$ cat config.mk
export PLATFORM = sky130hd
export DESIGN_NAME = modrm_tail_collector
export DESIGN_NICKNAME = d
export VERILOG_FILES = /design/src/rtl/mtc_pkg.sv /design/src/rtl/mtc_disp_sizer.sv /design/src/rtl/mtc_imm_adjust.sv /design/src/rtl/mtc_field_acc.sv /design/src/rtl/modrm_tail_collector.sv
export SDC_FILE = /design/constraint.sdc
export NUM_CORES = 1
export LEC_CHECK = 0
export ABC_AREA = 1
export BUFFER_PORTS_ARGS = -buffer_cell sky130_fd_sc_hd__buf_2
export CORE_MARGIN = 5
export CORE_UTILIZATION = 45
export DETAILED_ROUTE_END_ITERATION = 8
export HOLD_SLACK_MARGIN = 0.12
export PLACE_DENSITY_LB_ADDON = 0.3
export SLEW_MARGIN = 20
export SYNTH_ARGS = -nofsm -noshare
export SYNTH_HDL_FRONTEND = slang
export SYNTH_SLANG_ARGS = --single-unit
$ cat constraint.sdc
create_clock -name clk_i -period 2.3 [get_ports clk_i]
set_input_delay 0.115 -clock clk_i [delete_from_list [all_inputs] [get_ports clk_i]]
set_output_delay 0.115 -clock clk_i [all_outputs]
set_load 0.03 [all_outputs]
$ cat src/rtl/mtc_pkg.sv
package mtc_pkg;
  typedef enum logic [2:0] {
    ST_IDLE, ST_MODRM, ST_SIB, ST_DISP, ST_IMM, ST_DONE
  } mtc_state_e;

  localparam logic [1:0] ASZ_16 = 2'd0;

  function automatic logic [63:0] sext_by_size(input logic [63:0] raw,
                                               input logic [3:0]  nbytes);
    case (nbytes)
      4'd1:    return {{56{raw[7]}},  raw[7:0]};
      4'd2:    return {{48{raw[15]}}, raw[15:0]};
      4'd4:    return {{32{raw[31]}}, raw[31:0]};
      default: return raw;
    endcase
  endfunction
endpackage

$ cat src/rtl/mtc_disp_sizer.sv
module mtc_disp_sizer #(
  parameter int SW = 4
) (
  input  logic [7:0]    modrm_i,
  input  logic          addr16_i,
  output logic [SW-1:0] size_o
);
  logic [1:0] md;
  logic [2:0] rm;
  assign md = modrm_i[7:6];
  assign rm = modrm_i[2:0];

  always_comb begin
    size_o = '0;
    if (addr16_i) begin
      if ((md == 2'd0 && rm == 3'd6) || md == 2'd2) size_o = SW'(2);
      else if (md == 2'd1)                          size_o = SW'(1);
    end else begin
      if ((md == 2'd0 && rm == 3'd5) || md == 2'd2) size_o = SW'(4);
      else if (md == 2'd1)                          size_o = SW'(1);
    end
  end
endmodule

$ cat src/rtl/mtc_imm_adjust.sv
module mtc_imm_adjust #(
  parameter int SW = 4
) (
  input  logic          one_byte_map_i,
  input  logic [7:0]    opcode_i,
  input  logic [7:0]    modrm_i,
  input  logic [SW-1:0] op_size_i,
  input  logic [SW-1:0] imm_size_i,
  output logic [SW-1:0] imm_size_o
);
  logic grp_test;
  // reg field values 0 and 1 of the group select the test form
  assign grp_test = one_byte_map_i && (modrm_i[5:4] == 2'b00);

  always_comb begin
    imm_size_o = imm_size_i;
    if (grp_test && opcode_i == 8'hF6) imm_size_o = SW'(1);
    else if (grp_test && opcode_i == 8'hF7)
      imm_size_o = (op_size_i == SW'(8)) ? SW'(4) : op_size_i;
  end
endmodule

$ cat src/rtl/mtc_field_acc.sv
module mtc_field_acc #(
  parameter int DW = 64,
  parameter int SW = 4
) (
  input  logic          clk_i,
  input  logic          rst_ni,
  input  logic          clr_i,
  input  logic          en_i,
  input  logic [7:0]    byte_i,
  input  logic [SW-1:0] size_i,
  output logic [DW-1:0] value_o,
  output logic          last_o
);
  localparam int NB = DW / 8;

  logic [SW-1:0] cnt_q;

  assign last_o = (cnt_q == size_i - SW'(1));

  always_ff @(posedge clk_i or negedge rst_ni) begin
    if (!rst_ni)     cnt_q <= '0;
    else if (clr_i)  cnt_q <= '0;
    else if (en_i)   cnt_q <= last_o ? '0 : cnt_q + SW'(1);
  end

  for (genvar b = 0; b < NB; b++) begin : g_lane
    logic [7:0] lane_q;
    always_ff @(posedge clk_i or negedge rst_ni) begin
      if (!rst_ni)                           lane_q <= '0;
      else if (clr_i)                        lane_q <= '0;
      else if (en_i && cnt_q == SW'(b))      lane_q <= byte_i;
    end
    assign value_o[b*8 +: 8] = lane_q;
  end
endmodule

$ cat src/rtl/modrm_tail_collector.sv
module modrm_tail_collector #(
  parameter int DW = 64,
  parameter int SW = 4
) (
  input  logic          clk_i,
  input  logic          rst_ni,
  input  logic          start_i,
  input  logic [1:0]    addr_size_i,
  input  logic [3:0]    op_size_i,
  input  logic          one_byte_map_i,
  input  logic [7:0]    opcode_i,
  input  logic [3:0]    imm_size_i,
  input  logic [7:0]    byte_i,
  input  logic          byte_valid_i,
  output logic          byte_ready_o,
  output logic          done_o,
  output logic [7:0]    modrm_o,
  output logic [7:0]    sib_o,
  output logic          sib_present_o,
  output logic [63:0]   disp_o,
  output logic [63:0]   imm_o
);
  import mtc_pkg::*;

  mtc_state_e st_q;
  logic          addr16_q, map_q;
  logic [7:0]    opc_q, modrm_q, sib_q;
  logic [SW-1:0] opsz_q, immsz_q, dsz_q;
  logic          sibp_q;

  logic          accept, load;
  logic [SW-1:0] dsz_mrm, immsz_mrm, dsz_sib;
  logic          need_sib;
  logic [DW-1:0] disp_raw, imm_raw;
  logic          disp_last, imm_last;

  assign byte_ready_o = (st_q == ST_MODRM) || (st_q == ST_SIB) ||
                        (st_q == ST_DISP)  || (st_q == ST_IMM);
  assign accept = byte_ready_o && byte_valid_i;
  assign load   = (st_q == ST_IDLE) && start_i;
  assign done_o = (st_q == ST_DONE);

  mtc_disp_sizer #(.SW(SW)) u_sizer (
    .modrm_i (byte_i),
    .addr16_i(addr16_q),
    .size_o  (dsz_mrm)
  );

  mtc_imm_adjust #(.SW(SW)) u_immadj (
    .one_byte_map_i(map_q),
    .opcode_i      (opc_q),
    .modrm_i       (byte_i),
    .op_size_i     (opsz_q),
    .imm_size_i    (immsz_q),
    .imm_size_o    (immsz_mrm)
  );

  assign need_sib = (byte_i[2:0] == 3'd4) && (byte_i[7:6] != 2'd3) && !addr16_q;
  assign dsz_sib  = (modrm_q[7:6] == 2'd0 && byte_i[2:0] == 3'd5) ? SW'(4) : dsz_q;

  mtc_field_acc #(.DW(DW), .SW(SW)) u_disp_acc (
    .clk_i  (clk_i),
    .rst_ni (rst_ni),
    .clr_i  (load),
    .en_i   (accept && st_q == ST_DISP),
    .byte_i (byte_i),
    .size_i (dsz_q),
    .value_o(disp_raw),
    .last_o (disp_last)
  );

  mtc_field_acc #(.DW(DW), .SW(SW)) u_imm_acc (
    .clk_i  (clk_i),
    .rst_ni (rst_ni),
    .clr_i  (load),
    .en_i   (accept && st_q == ST_IMM),
    .byte_i (byte_i),
    .size_i (immsz_q),
    .value_o(imm_raw),
    .last_o (imm_last)
  );

  always_ff @(posedge clk_i or negedge rst_ni) begin
    if (!rst_ni) begin
      st_q     <= ST_IDLE;
      addr16_q <= 1'b0;
      map_q    <= 1'b0;
      opc_q    <= '0;
      opsz_q   <= '0;
      immsz_q  <= '0;
      dsz_q    <= '0;
      modrm_q  <= '0;
      sib_q    <= '0;
      sibp_q   <= 1'b0;
    end else begin
      case (st_q)
        ST_IDLE: if (start_i) begin
          addr16_q <= (addr_size_i == ASZ_16);
          map_q    <= one_byte_map_i;
          opc_q    <= opcode_i;
          opsz_q   <= SW'(op_size_i);
          immsz_q  <= SW'(imm_size_i);
          dsz_q    <= '0;
          modrm_q  <= '0;
          sib_q    <= '0;
          sibp_q   <= 1'b0;
          st_q     <= ST_MODRM;
        end
        ST_MODRM: if (accept) begin
          modrm_q <= byte_i;
          dsz_q   <= dsz_mrm;
          immsz_q <= immsz_mrm;
          sibp_q  <= need_sib;
          if (need_sib)                  st_q <= ST_SIB;
          else if (dsz_mrm != '0)        st_q <= ST_DISP;
          else if (immsz_mrm != '0)      st_q <= ST_IMM;
          else                           st_q <= ST_DONE;
        end
        ST_SIB: if (accept) begin
          sib_q <= byte_i;
          dsz_q <= dsz_sib;
          if (dsz_sib != '0)             st_q <= ST_DISP;
          else if (immsz_q != '0)        st_q <= ST_IMM;
          else                           st_q <= ST_DONE;
        end
        ST_DISP: if (accept && disp_last)
          st_q <= (immsz_q != '0) ? ST_IMM : ST_DONE;
        ST_IMM: if (accept && imm_last)
          st_q <= ST_DONE;
        ST_DONE: st_q <= ST_IDLE;
        default: st_q <= ST_IDLE;
      endcase
    end
  end

  assign modrm_o       = modrm_q;
  assign sib_o         = sib_q;
  assign sib_present_o = sibp_q;
  assign disp_o        = sext_by_size(disp_raw, 4'(dsz_q));
  assign imm_o         = (immsz_q == SW'(1) || immsz_q == SW'(4))
                         ? sext_by_size(imm_raw, 4'(immsz_q)) : imm_raw;
endmodule

Word level (Yosys, flattened, before mapping)
Cells that the tools add are included.
{"block": "word_totals", "register_bits": 178, "out_inout_bits": 147}
{"block": "op_classes", "addsub": 4, "eq_ne": 41, "muxes": 74, "reduce_logical": 74}
{"op": "64-bit case mux with 3 select lines", "n": 2}
{"op": "8-bit 2-to-1 mux", "n": 34}
{"op": "4-bit 2-to-1 mux", "n": 18}
{"op": "64-bit 2-to-1 mux", "n": 1}
{"op": "4-bit by 3-bit equality test with 1-bit output (second input constant)", "n": 10}
{"op": "2-bit nonzero test", "n": 20}
{"op": "8-bit case mux with 2 select lines", "n": 2}
{"op": "1-bit logical AND", "n": 30}
{"op": "4-bit by 2-bit equality test with 1-bit output (second input constant)", "n": 6}
{"op": "3-bit 2-to-1 mux", "n": 8}
{"op": "4-bit by 1-bit equality test with 1-bit output (second input constant)", "n": 4}
{"op": "8-bit equality test (second input constant)", "n": 2}
{"op": "4-bit nonzero test", "n": 4}
{"op": "3-bit equality test (second input constant)", "n": 5}
{"op": "3-bit case mux with 5 select lines", "n": 1}
{"op": "4-bit case mux with 3 select lines", "n": 1}
{"op": "4-bit by 1-bit adder with 4-bit output (second input constant)", "n": 2}
{"op": "4-bit equality test", "n": 2}
{"op": "2-bit zero test", "n": 4}
{"op": "4-bit zero test", "n": 2}
{"op": "2-bit != test (second input constant)", "n": 4}
{"op": "4-bit case mux with 2 select lines", "n": 1}
{"op": "4-bit by 1-bit subtractor with 4-bit output (second input constant)", "n": 2}
{"op": "3-bit by 2-bit equality test with 1-bit output (second input constant)", "n": 2}
{"op": "other kinds (15)", "n": 26}

Longest topological paths before layout
{"block": "depth", "depth_word": 11, "ltp_mapped": 13, "mapped_depth_nobuf": 13}

Cells and area by module
From an unflattened synthesis, not the netlist that was laid out.
{"block": "unflattened", "hier_cells": 1057, "hier_area_um2": 9430.3}
{"mod": "modrm_tail_collector", "instances": 1, "cells_per_inst": 531, "area_each_um2": 3319.4, "seq_area_each_um2": 1051.0}
{"mod": "mtc_field_acc at u_imm_acc", "instances": 1, "cells_per_inst": 237, "area_each_um2": 2929.1, "seq_area_each_um2": 1701.6}
{"mod": "mtc_field_acc at u_disp_acc", "instances": 1, "cells_per_inst": 235, "area_each_um2": 2921.6, "seq_area_each_um2": 1701.6}
{"mod": "mtc_imm_adjust", "instances": 1, "cells_per_inst": 38, "area_each_um2": 183.9, "seq_area_each_um2": 0.0}
{"mod": "mtc_disp_sizer", "instances": 1, "cells_per_inst": 16, "area_each_um2": 76.3, "seq_area_each_um2": 0.0}

Worst setup path after synthesis
No wires, ideal clock.
{"block": "synth_path", "path_type": "reg2out", "startpoint": "register dsz_q[0]", "endpoint": "output disp_o[10]", "t_arrival_ns": 1.914, "setup_slack_ns": 0.271, "stages_incl_launch_ff": 7, "cell_sequence": "dfrtp_1 -> inv_1 -> ha_1 -> nand2_1 -> nor2_1 -> nor3_1 -> o21ai_0"}
{"block": "synth_between", "elab_chain_cells": 2, "word_cells_on_any_way": 4}
{"element": "start: declaration", "line_no": "modrm_tail_collector.sv:28", "text": "logic [SW-1:0] opsz_q, immsz_q, dsz_q;"}
{"element": "start signal: assignment", "line_no": "modrm_tail_collector.sv:111", "text": "dsz_q <= dsz_mrm;"}
{"element": "start signal: assignment", "line_no": "modrm_tail_collector.sv:121", "text": "dsz_q <= dsz_sib;"}
{"element": "4-bit by 3-bit equality test with 1-bit output, or another cell as far along", "line_no": "mtc_pkg.sv:10", "text": "case (nbytes)"}
{"element": "64-bit case mux with 3 select lines *", "line_no": "mtc_pkg.sv:10"}
{"element": "end: declaration", "line_no": "modrm_tail_collector.sv:20", "text": "output logic [63:0] disp_o,"}
Mark *: on every way between the ends. The rest lies on a longest branch, timed or not.

Worst setup path after layout
{"block": "layout_path", "startpoint": "register dsz_q[0]", "endpoint": "output disp_o[59]"}
Same word-level chain as after synthesis.

==> results.py <==
metrics = {
    "worst_setup_path": {
        "cp_slowest_cell": "dfrtp_1",
        "crit_chain": "inv_2 > ha_1 > nand2_2 > inv_1 > nand2_2 > nand2_2 > a21oi_4 > buf_12 > clkbuf_16 > nand2_1 > buf_2",
        "max_stage_delay_ns": 0.40,
        "crit_arrival_ns": 2.16,
        "startpoint_type": "flip-flop",
        "crit_type": "flip-flop to primary output",
        "cp-end-kind": "primary output",
        "cp_max_fo": 16,
        "cp_common_cell": "nand2_2",
        "crit_required_ns": 2.18,
    },
    "global_routing": {
        "overflow": 0,
        "grt_antenna_before_repair": 0,
        "grt_pass1_vias": 7468,
        "grt.busiest_layer": "met2",
        "grt.met1_usage_pct": 30.08,
        "met3_usage_pct": 4.518,
        "use_met2_pct": 34.81,
        "grt_max_degree": 68,
        "grtUsageTotal_pct": 21.75,
        "grt_pass1_wl_um": 39160,
    },
    "timing": {
        "rsz0062_at_grt": "true",
        "fmax_mhz": 440.3,
        "layout_setup_ws_ns": 0.02895,
        "hold_viol_final": 0,
        "timing.final.crit_share_pct": 98.74,
        "max_slew_margin_pct": 54.87,
        "fin_skew_ns": 0.01411,
        "worstMarginPinSlew_ns": 0.6744,
        "setup_viol": 0,
        "min_period_ns": 2.271,
        "drv_slew": 0,
    },
    "place": {
        "gp_congestion": 0.8734,
        "dp_cells": 1509,
        "hpwl_um": 17190,
        "placed_cell_area_sq_um": 10110,
        "port-buffer-count": 177,
        "pre_cts_ws_ns": 0.3300,
    },
    "synth": {
        "yosysWarnings": 0,
        "ys_types": 37,
        "synth-seq-area-share_pct": 49.60,
        "ys.flop_type": "dfrtp_1",
        "ys_ff_latch": 178,
        "synth_edf_count": 0,
        "syn_area_sq_um": 8981,
        "synth_top_area_cell": "dfrtp_1",
        "syn_avg_cell_area_sq_um": 8.187,
        "synth_top_area_share_pct": 49.60,
        "syn-num-nets": 1142,
        "async_reset_ff_share_pct": 100.0,
        "synthTopCellsByArea": "dfrtp_1 (50%), nand2_1 (15%), o21ai_0 (13%), inv_1 (4.3%), a31oi_4 (3.3%)",
        "syn_inst": 1097,
    },
    "layout": {
        "diodes": 0,
        "layout.nets": 1349,
        "fin_cells": 1581,
        "drive_above_1_share_pct": 23.56,
        "final_cell_mix": "nand2_1 (353), o21ai_0 (198), dfrtp_1 (178)",
        "fillers": 1801,
        "post-route-util_pct": 58.54,
        "final_common_cell": "nand2_1",
        "fin_area_sq_um": 11430,
        "syn_to_final_growth_pct": 27.28,
    },
    "job": {
        "cap_violations": 0,
    },
    "power_and_ir_drop": {
        "pwr_density_cell_nw_per_um2": 1777,
        "peakVddDrop_v": 0.0006577,
        "p_leak_nw": 5.971,
    },
    "floorplan": {
        "std_cell_rows": 51,
        "io_pins": 178,
        "die_h_um": 151.3,
        "dieArea_sq_um": 22880,
        "die_width_um": 151.3,
        "start_util_pct": 46.00,
        "core_sq_um": 19530,
    },
    "routing": {
        "avgRoutedWirePerCell_um": 15.76,
        "viasPerCell": 5.041,
        "ant_nets": 0,
        "routed_wl_um": 24920,
        "vias": 7970,
        "drc": 0,
        "dr.first_iter.drc_count": 535,
        "firstDrtPassIters": 5,
    },
    "clock_network": {
        "clock_sinks": 178,
        "clock_latency_ns": 0.43,
        "htreeDepth": 4,
        "clockRootBuffer": "clkbuf_16",
        "clkSlewWorstSetupHoldPaths_ns": 0.07,
        "clock_tree.buffer_depth": 2,
        "cts_inserted_buffers": 17,
        "cts_tree": "yes",
    },
    "hold_path": {
        "hold_path_class": "input pin to flip-flop",
    },
    "outcome": {
        "status": "finished, final reports clean",
    },
}
[layer usage]
metal	vias to the layer above	wire length, um	part of all wire [%]
met1	3735	11150	45
li1	3937	-	-
met3	30	1675	6.7
met5	-	0	0
met2	268	11610	47
met4	0	481	1.9
[kinds of logic after synthesis]
family	count (synthesis)	share of synthesized area (%)
flip-flops	178	49.60
adder cells (fa/ha/maj)	14	1.950
buffers and inverters	176	9.445
XOR/XNOR	11	1.073
AND/OR/NAND/NOR	437	19.20
AO/OA/AOI/OAI	281	18.74
[synthesized netlist by cell type (2+ instances only)]
cell type,n
buf_4,16
buf_6,12
nor2_1,28
inv_2,3
nor3_1,7
o211ai_1,3
ha_1,14
clkbuf_1,24
a21oi_1,13
a31oi_4,14
nand2_1,360
o21ai_1,8
inv_4,2
dfrtp_1,178
o21ai_0,230
buf_2,13
xor2_1,2
xnor2_1,9
o22ai_1,5
o31ai_1,2
nand2_2,2
inv_1,104
nand3_1,33
nor2_2,2
[sequential cells by signal (all words and copies together) (netlist names)]
register,count
u_disp_acc.cnt_q,4
u_disp_acc.g_lane.lane_q,64
st_q,3
u_imm_acc.g_lane.lane_q,64
immsz_q,4
sib_present_o,1
map_q,1
opc_q,8
dsz_q,4
modrm_o,8
addr16_q,1
u_imm_acc.cnt_q,4
sib_o,8
opsz_q,4
[metrics by stage]
| step | power (mW) | TNS [ns] | hold slack [ns] |
|---|---|---|---|
| 2_1_floorplan | 13.22 | 0 | -0.1806 |
| 3_3_place_gp | 16.14 | 0 | 0.1565 |
| 3_5_place_dp | 16.33 | 0 | 0.1648 |
| 4_1_cts | 19.36 | 0 | 0.1768 |
| 5_1_grt | 21.75 | -4.095 | 0.2368 |
| 6_report | 20.31 | 0 | 0.1923 |
[path summary, 6_finish.rpt]
check                                                        endpoint  slack [ns]  cells past startpoint                                       from
setup / recovery                                           disp_o[59]        0.03                     11                       dsz_q[0]$_DFFE_PN0P_
hold / removal                        u_disp_acc.cnt_q[3]$_DFFE_PN0P_        0.19                      4                                    start_i
setup reg to reg                                 addr16_q$_DFFE_PN0P_        0.26                      7                        st_q[0]$_DFFE_PN0P_
hold reg to reg             u_imm_acc.g_lane[1].lane_q[4]$_DFFE_PN0P_        0.48                      2  u_imm_acc.g_lane[1].lane_q[4]$_DFFE_PN0P_
max in group asynchronous   u_imm_acc.g_lane[5].lane_q[7]$_DFFE_PN0P_        1.35                      3                                     rst_ni
min in group asynchronous  u_disp_acc.g_lane[3].lane_q[2]$_DFFE_PN0P_        0.25                      2                                     rst_ni
[critical path, delay by kind of cell, from the launching register on]
| family | cells | cell delay [ns] |
|---|---|---|
| buffers and inverters | 5 | 0.64 |
| and+or+nand+nor | 4 | 0.29 |
| adders and majority gates | 1 | 0.21 |
| DFF | 1 | 0.40 |
| AOI/OAI and AO/OA | 1 | 0.19 |
[layout make-up]
cell class | instances | area, sq um | share of cell area, %
clock inverter | 12 | 131.4 | 1.149
clock buffer | 19 | 452.9 | 3.962
sequential | 178 | 4454 | 38.97
tap | 265 | 331.6 | 2.901
timing repair buffer | 254 | 1857 | 16.24
inverter | 110 | 417.9 | 3.656
multi-input combinational | 743 | 3786 | 33.12
[power breakdown]
part | switching [mW] | leakage (nW) | total, mW | internal (mW)
clock network | 1.23 | 0.283 | 2.88 | 1.66
registers | 0.820 | 2.28 | 5.27 | 4.45
logic | 8.20 | 3.41 | 12.2 | 3.95
[repair_timing]
action | CTS | global route
setup endpoints to repair | 85 | 105
buffers inserted | 1 | 10
hold endpoints to repair | 97 | 0
pin swaps | 1 | 4
resized for setup | 10 | 161
gates cloned | 0 | 1
hold buffers | 29 | 0
Note: power is estimated with default switching activity, not from simulation.
